[src/rtl/csc_pkg.sv]
// Shared types and cause codes for the operating-state controller.
// Assumes: the cause code order is also the arbitration priority (lowest wins).
package csc_pkg;
    localparam int STATE_W = 3;
    localparam int CAUSE_N = 8;
    localparam int CAUSE_W = $clog2(CAUSE_N);

    typedef enum logic [STATE_W-1:0] {
        ST_RESET = 3'd0,
        ST_RUN   = 3'd1,
        ST_EXC   = 3'd2,
        ST_DBG   = 3'd3,
        ST_HALT  = 3'd4,
        ST_SLEEP = 3'd5
    } op_state_t;

    localparam logic [CAUSE_W-1:0] C_RESET   = 3'd0;
    localparam logic [CAUSE_W-1:0] C_DEBUG   = 3'd1;
    localparam logic [CAUSE_W-1:0] C_NMI     = 3'd2;
    localparam logic [CAUSE_W-1:0] C_UNDEF   = 3'd3;
    localparam logic [CAUSE_W-1:0] C_MISALGN = 3'd4;
    localparam logic [CAUSE_W-1:0] C_DIV0    = 3'd5;
    localparam logic [CAUSE_W-1:0] C_SWTRAP  = 3'd6;
    localparam logic [CAUSE_W-1:0] C_EXTIRQ  = 3'd7;
endpackage

[src/rtl/csc_prio_enc.sv]
// Fixed-priority encoder: reports whether any request is set and the index
// of the lowest set bit. Assumes N >= 2.
module csc_prio_enc #(
    parameter int N = 8,
    localparam int W = $clog2(N)
) (
    input  logic [N-1:0] req,
    output logic         hit,
    output logic [W-1:0] idx
);
    // Scan from the top so the lowest set index is assigned last and wins.
    always_comb begin
        hit = 1'b0;
        idx = '0;
        for (int i = N - 1; i >= 0; i--) begin
            if (req[i]) begin
                hit = 1'b1;
                idx = W'(i);
            end
        end
    end
endmodule

[src/rtl/csc_next_state.sv]
// Combinational transition logic. It masks the request vector by the current
// state, arbitrates the survivors and chooses the next state and vector fetch.
// Assumes: the request bit index equals the cause code.
module csc_next_state
    import csc_pkg::*;
(
    input  op_state_t          cur,
    input  logic [CAUSE_N-1:0] req_raw,
    input  logic               halt_ins,
    input  logic               sleep_ins,
    input  logic               reti_ins,
    input  logic               retd_ins,
    output op_state_t          nxt,
    output logic               vec_set,
    output logic [CAUSE_W-1:0] vec_code
);
    logic [CAUSE_N-1:0] mask;
    logic               hit;
    logic [CAUSE_W-1:0] idx;

    // Select which request sources each state listens to.
    always_comb begin
        mask = '0;
        case (cur)
            ST_RUN:   mask = '1;
            ST_EXC:   mask[C_DEBUG] = 1'b1;
            ST_HALT,
            ST_SLEEP: begin
                mask[C_NMI]    = 1'b1;
                mask[C_EXTIRQ] = 1'b1;
            end
            default:  mask = '0;
        endcase
    end

    csc_prio_enc #(.N(CAUSE_N)) u_arb (
        .req (req_raw & mask),
        .hit (hit),
        .idx (idx)
    );

    // Pick the next state. A request that survives the mask beats any strobe.
    always_comb begin
        nxt      = cur;
        vec_set  = 1'b0;
        vec_code = idx;
        if (cur == ST_RESET) begin
            nxt      = ST_RUN;
            vec_set  = 1'b1;
            vec_code = C_RESET;
        end else if (hit) begin
            nxt     = (idx == C_DEBUG) ? ST_DBG : ST_EXC;
            vec_set = 1'b1;
        end else begin
            case (cur)
                ST_RUN: begin
                    if (halt_ins)       nxt = ST_HALT;
                    else if (sleep_ins) nxt = ST_SLEEP;
                end
                ST_EXC:  if (reti_ins) nxt = ST_RUN;
                ST_DBG:  if (retd_ins) nxt = ST_RUN;
                default: nxt = cur;
            endcase
        end
    end
endmodule

[src/rtl/csc_clk_en_dec.sv]
// Decodes the clock-gate enables from the registered state.
// Assumes: the enables follow the state register directly, so they return in
// the same cycle the state leaves halt or sleep.
module csc_clk_en_dec
    import csc_pkg::*;
(
    input  op_state_t state,
    output logic      core_en,
    output logic      periph_en
);
    // Halt stops the core clock only; sleep stops both clocks.
    always_comb begin
        core_en   = !(state == ST_HALT || state == ST_SLEEP);
        periph_en = (state != ST_SLEEP);
    end
endmodule

[src/rtl/core_state_ctrl.sv]
// Operating-state controller for a small processor core. It holds the state,
// registers the vector-fetch pulse and cause, and drives the clock enables.
// Assumes: decoder strobes and request lines are synchronous to clk, and
// rst_n is synchronous and active low.
module core_state_ctrl
    import csc_pkg::*;
(
    input  logic               clk,
    input  logic               rst_n,
    input  logic               halt_ins,
    input  logic               sleep_ins,
    input  logic               reti_ins,
    input  logic               retd_ins,
    input  logic               brk_ins,
    input  logic               irq_ext,
    input  logic               exc_swtrap,
    input  logic               exc_misalign,
    input  logic               exc_div0,
    input  logic               nmi,
    input  logic               exc_undef,
    input  logic               dbg_req,
    output logic [STATE_W-1:0] state_o,
    output logic               vec_req,
    output logic [CAUSE_W-1:0] vec_cause,
    output logic               core_clk_en,
    output logic               periph_clk_en
);
    op_state_t          state_q, state_d;
    logic               vec_set;
    logic [CAUSE_W-1:0] vec_code;
    logic [CAUSE_N-1:0] req_raw;

    // Place each request at the bit index equal to its cause code.
    always_comb begin
        req_raw            = '0;
        req_raw[C_DEBUG]   = brk_ins | dbg_req;
        req_raw[C_NMI]     = nmi;
        req_raw[C_UNDEF]   = exc_undef;
        req_raw[C_MISALGN] = exc_misalign;
        req_raw[C_DIV0]    = exc_div0;
        req_raw[C_SWTRAP]  = exc_swtrap;
        req_raw[C_EXTIRQ]  = irq_ext;
    end

    csc_next_state u_ns (
        .cur       (state_q),
        .req_raw   (req_raw),
        .halt_ins  (halt_ins),
        .sleep_ins (sleep_ins),
        .reti_ins  (reti_ins),
        .retd_ins  (retd_ins),
        .nxt       (state_d),
        .vec_set   (vec_set),
        .vec_code  (vec_code)
    );

    // State, vector pulse and cause registers with synchronous reset.
    always_ff @(posedge clk) begin
        if (!rst_n) begin
            state_q   <= ST_RESET;
            vec_req   <= 1'b0;
            vec_cause <= C_RESET;
        end else begin
            state_q <= state_d;
            vec_req <= vec_set;
            if (vec_set) vec_cause <= vec_code;
        end
    end

    csc_clk_en_dec u_ce (
        .state     (state_q),
        .core_en   (core_clk_en),
        .periph_en (periph_clk_en)
    );

    assign state_o = state_q;
endmodule

[config.mk]
export PLATFORM = sky130hd
export DESIGN_NAME = core_state_ctrl
export DESIGN_NICKNAME = d
export VERILOG_FILES = /design/src/rtl/csc_pkg.sv /design/src/rtl/csc_prio_enc.sv /design/src/rtl/csc_next_state.sv /design/src/rtl/csc_clk_en_dec.sv /design/src/rtl/core_state_ctrl.sv
export SDC_FILE = /design/constraint.sdc
export NUM_CORES = 1
export LEC_CHECK = 0
export ABC_AREA = 1
export BUFFER_PORTS_ARGS = -buffer_cell sky130_fd_sc_hd__buf_2
export CORE_AREA = 2 2 39 41
export DETAILED_ROUTE_END_ITERATION = 7
export DIE_AREA = 0 0 41 43
export PLACE_DENSITY = 0.74
export SETUP_SLACK_MARGIN = 0.15
export SLEW_MARGIN = 20
export SYNTH_ARGS = -nofsm -noshare
export SYNTH_HDL_FRONTEND = slang
export SYNTH_SLANG_ARGS = --single-unit
[constraint.sdc]
create_clock -name clk -period 1.51 [get_ports clk]
set_input_delay 0.302 -clock clk [delete_from_list [all_inputs] [get_ports clk]]
set_output_delay 0.302 -clock clk [all_outputs]
set_load 0.02 [all_outputs]
==> qor.log <==
INFO  outcome        result_of_the_run=complete, no violations
INFO  worst_setup_path worstSetupEndpointType=flip-flop
INFO  place          dp.final_hpwl=999um
INFO  synthesis      avgSynthCellArea=6.11um^2
INFO  drt            post_drt_wl_per_cell=11.0um
INFO  sta            final-hold-violation-count=0
INFO  place          place_inst=124
INFO  cts            clkLatencyLatePin=0.26ns
INFO  worst_setup_path endpoint_required_time_on_the_critical_path=1.66ns
INFO  worst_setup_path timing.critical_path.from=state_o[1]
INFO  synthesis      ys_seq_elements=7
INFO  cts            cts.htree.levels=1
INFO  synthesis      seq_area_frac_synth=26.7%
INFO  drt            via_count_of_the_routed_design=661
INFO  min_path       path_category_of_the_worst_min_delay_check=input pin to flip-flop
INFO  cts            tritoncts=done
INFO  synthesis      number_of_flops_mapped_to_enable_cells_by_yosys=0
INFO  power          power_switching_share=54.0%
INFO  final_layout   fillCellCount=145
INFO  drt            firstDrtPassIters=4
INFO  power          power_frac_clock=9.5%
INFO  drt            route.detailed.drc=0
INFO  sta            period_share=87.0%
INFO  synthesis      yosysTopAreaCellShare=26.7%
INFO  drt            drt_wl_total=1.44mm
INFO  cts            post_cts_hold_buffer_count=0
INFO  worst_setup_path setup.reg_to_reg.worst_slack=0.20ns
INFO  power          cellLeakagePower=0.406nW
INFO  synthesis      synthesis.area=526um^2
INFO  place          routability_congestion=0.863
INFO  final_layout   area_growth=49.5%
INFO  grt            first_global_vias=524
INFO  min_path       min_from=rst_n
INFO  run            max_cap_viol_count=0
INFO  die            die_w=41um
INFO  sta            total_negative_setup_slack=0ns
INFO  sta            finalWorstPathRequiredPeriod=1.31ns
INFO  power          pwr-share-seq=20.8%
INFO  drt            routed_antenna_nets=0
INFO  die            floorplan_die_height=43um
INFO  min_path       min_delay_worst_endpoint=vec_req
INFO  die            fp.dieArea=1760um^2
INFO  cts            cts.clk_slew.worst_paths=0.05ns
INFO  final_layout   antennaDiodeCount=0
INFO  worst_setup_path critical_path.startpoint_type=flip-flop
INFO  cts            cts-root-to-sink-buffers=2
INFO  power          p_comb_share=69.6%
INFO  power          p_int=846uW
INFO  worst_setup_path worstSetupPathType=flip-flop to flip-flop
INFO  synthesis      ys_warn_count=0
INFO  die            coreArea=1380um^2
INFO  synthesis      synth_fp_nets=100
INFO  worst_setup_path critical_register_to_register_path_endpoint=state_o[0]
INFO  power          power_density=2340nW/um^2
INFO  grt            grt_pass1_wl=2.00mm
INFO  min_path       worst_hold_path.num_cells=3
INFO  grt            grt.total_usage=17.0%
INFO  synthesis      post-synth-top-area-cell=sky130_fd_sc_hd__dfxtp_1
INFO  sta            timing.fmax=761MHz
INFO  synthesis      synthMostInstantiatedCell=sky130_fd_sc_hd__nand2_1
INFO  drt            first_iteration_detailed_routing_drc_count=23
INFO  die            io_pins=23
INFO  sta            finalHoldWorstSlack=0.272ns
INFO  drt            via_per_inst=5.05
INFO  worst_setup_path r2r-start=state_o[1]
INFO  final_layout   layout-drive-gt1-share=47.0%
INFO  sta            unrepaired_setup_endpoints_after_global_routing=true
INFO  sta            worst_slew_pin_slew=0.286ns
INFO  synthesis      ys_top_cells_by_count=sky130_fd_sc_hd__nand2_1, sky130_fd_sc_hd__nor2_1, sky130_fd_sc_hd__inv_1
INFO  cts            cts_buffer_count=3
INFO  die            start_util=38.0%
INFO  synthesis      ys_dominant_reg_cell=sky130_fd_sc_hd__dfxtp_1
INFO  cts            cts.root.buffer_cell=sky130_fd_sc_hd__clkbuf_4
INFO  die            std_cell_rows=14
INFO  worst_setup_path critPathMaxFanout=8
INFO  sta            timing.final.setup_violations=0
INFO  sta            timing.max_slew.rel_slack=80.8%
INFO  final_layout   nNetsFinal=130
INFO  synthesis      synth.distinct_cells=18
INFO  place          io_buffers=22
INFO  sta            pins_over_their_slew_limit=0
INFO  grt            number_of_antenna_violations_at_the_first_check_in_global_routing=0
INFO  synthesis      ys_top_cells_by_area=sky130_fd_sc_hd__dfxtp_1, sky130_fd_sc_hd__nand2_1, sky130_fd_sc_hd__nor2_1
INFO  sta            fin_skew=0.00320ns
INFO  power          worst_ir_drop_vdd=1.09mV
INFO  worst_setup_path worst_ep_arrival_time=1.47ns
INFO  final_layout   layoutNonFillerInstCount=131
INFO  worst_setup_path ff2ff_path_depth=8
INFO  power          switching_power=991uW
INFO  grt            globalRouteOverflowTotal=0
INFO  power          power_total=1.84mW
INFO  synthesis      synthArstFlopShare=0%
INFO  cts            clock-sinks=7
INFO  grt            largest_net_degree_at_the_start_of_global_routing=9
INFO  synthesis      gate_count_of_the_mapped_netlist=86
[layer usage]
metal	GRT usage [%]	part of all wire, %	vias up
met5	0	0	-
met4	6.00	0	0
met3	7.85	6.5	0
met2	24.4	52	22
met1	21.7	42	300
li1	-	-	339
[cells by family (layout without fill, tap and decap cells)]
logic type	Yosys count	count (layout)	share of synthesized area, %
buffers and inverters	14	43	10.0
AND/OR/NAND/NOR	53	53	49.5
AO/OA/AOI/OAI	12	12	13.8
flip-flops	7	7	26.7
[layout make-up]
cell class / instances / area (um^2) / share of cell area, %
multi-input cells: 65 / 387 / 49.2
flip-flops and latches: 7 / 151 / 19.3
repair buffers: 25 / 139 / 17.7
inverters: 14 / 62.6 / 7.96
clock buffers: 4 / 26.3 / 3.34
well taps: 16 / 20.0 / 2.55
[how the worst max path moves through the flow]
stage | slack, ns | cells after the start | end
3_3_place_gp | 0.13 | 9 | state_o[0]
4_1_cts | 0.16 | 8 | vec_req
2_1_floorplan | 0.12 | 9 | state_o[0]
3_5_place_dp | 0.12 | 9 | state_o[0]
6_report | 0.20 | 8 | state_o[0]
5_1_grt | 0.14 | 8 | state_o[0]
[critical path, stage by stage (launching register included)]
cell,delay [ns]
sky130_fd_sc_hd__dfxtp_4,0.38
sky130_fd_sc_hd__inv_4,0.10
sky130_fd_sc_hd__nand3_2,0.14
sky130_fd_sc_hd__a21oi_4,0.24
sky130_fd_sc_hd__nor2_4,0.09
sky130_fd_sc_hd__nand2_4,0.08
sky130_fd_sc_hd__nor2_2,0.03
sky130_fd_sc_hd__nor2_1,0.10
sky130_fd_sc_hd__nor2_1,0.04
[state kept, by name, summed over array words and instances, names as in the netlist]
name       cells
vec_req        1
vec_cause      3
state_o        3
[what timing repair did]
action,in CTS,in global routing
buffers inserted,0,3
setup endpoints to repair,5,8
gates resized for setup,7,17
gates cloned,0,0
pin swaps,2,6
[metrics by stage]
stage,area (um^2),setup WS (ns),util [%]
2_1_floorplan,528,0.123,-
3_3_place_gp,658,0.134,47.6
3_5_place_dp,658,0.120,47.6
4_1_cts,707,0.159,51.1
5_1_grt,786,0.138,56.8
6_report,786,0.196,56.8
[power by group through the flow]
stage / Combinational [mW] / Sequential [mW] / Clock [mW]
after floorplan: 0.760 / 0.422 / 0
after global placement: 1.06 / 0.340 / 0
after detailed placement: 1.07 / 0.344 / 0
after CTS: 1.12 / 0.357 / 0.178
after global routing: 1.40 / 0.394 / 0.192
final: 1.28 / 0.382 / 0.175
[cells in the final DEF (no fill, tap or decap)]
cell type	n
sky130_fd_sc_hd__clkbuf_4	3
sky130_fd_sc_hd__buf_6	1
sky130_fd_sc_hd__buf_4	3
sky130_fd_sc_hd__dfxtp_4	3
sky130_fd_sc_hd__nand3_2	3
sky130_fd_sc_hd__dfxtp_1	4
sky130_fd_sc_hd__nand2_4	3
sky130_fd_sc_hd__nand4_1	2
sky130_fd_sc_hd__nand3_1	4
sky130_fd_sc_hd__o21ai_1	1
sky130_fd_sc_hd__nand3b_1	2
sky130_fd_sc_hd__a21oi_2	2
sky130_fd_sc_hd__nor2_4	4
sky130_fd_sc_hd__a21oi_1	5
sky130_fd_sc_hd__nand2_2	4
sky130_fd_sc_hd__inv_4	2
sky130_fd_sc_hd__nand2_1	16
sky130_fd_sc_hd__o31ai_1	1
sky130_fd_sc_hd__nor2_1	13
sky130_fd_sc_hd__a21oi_4	1
sky130_fd_sc_hd__o21ai_0	1
sky130_fd_sc_hd__inv_6	1
sky130_fd_sc_hd__o211ai_1	1
sky130_fd_sc_hd__buf_2	21
sky130_fd_sc_hd__clkbuf_1	1
sky130_fd_sc_hd__nor2_2	2
sky130_fd_sc_hd__inv_2	1
sky130_fd_sc_hd__inv_1	10
Note: power is estimated with default switching activity, not from simulation.
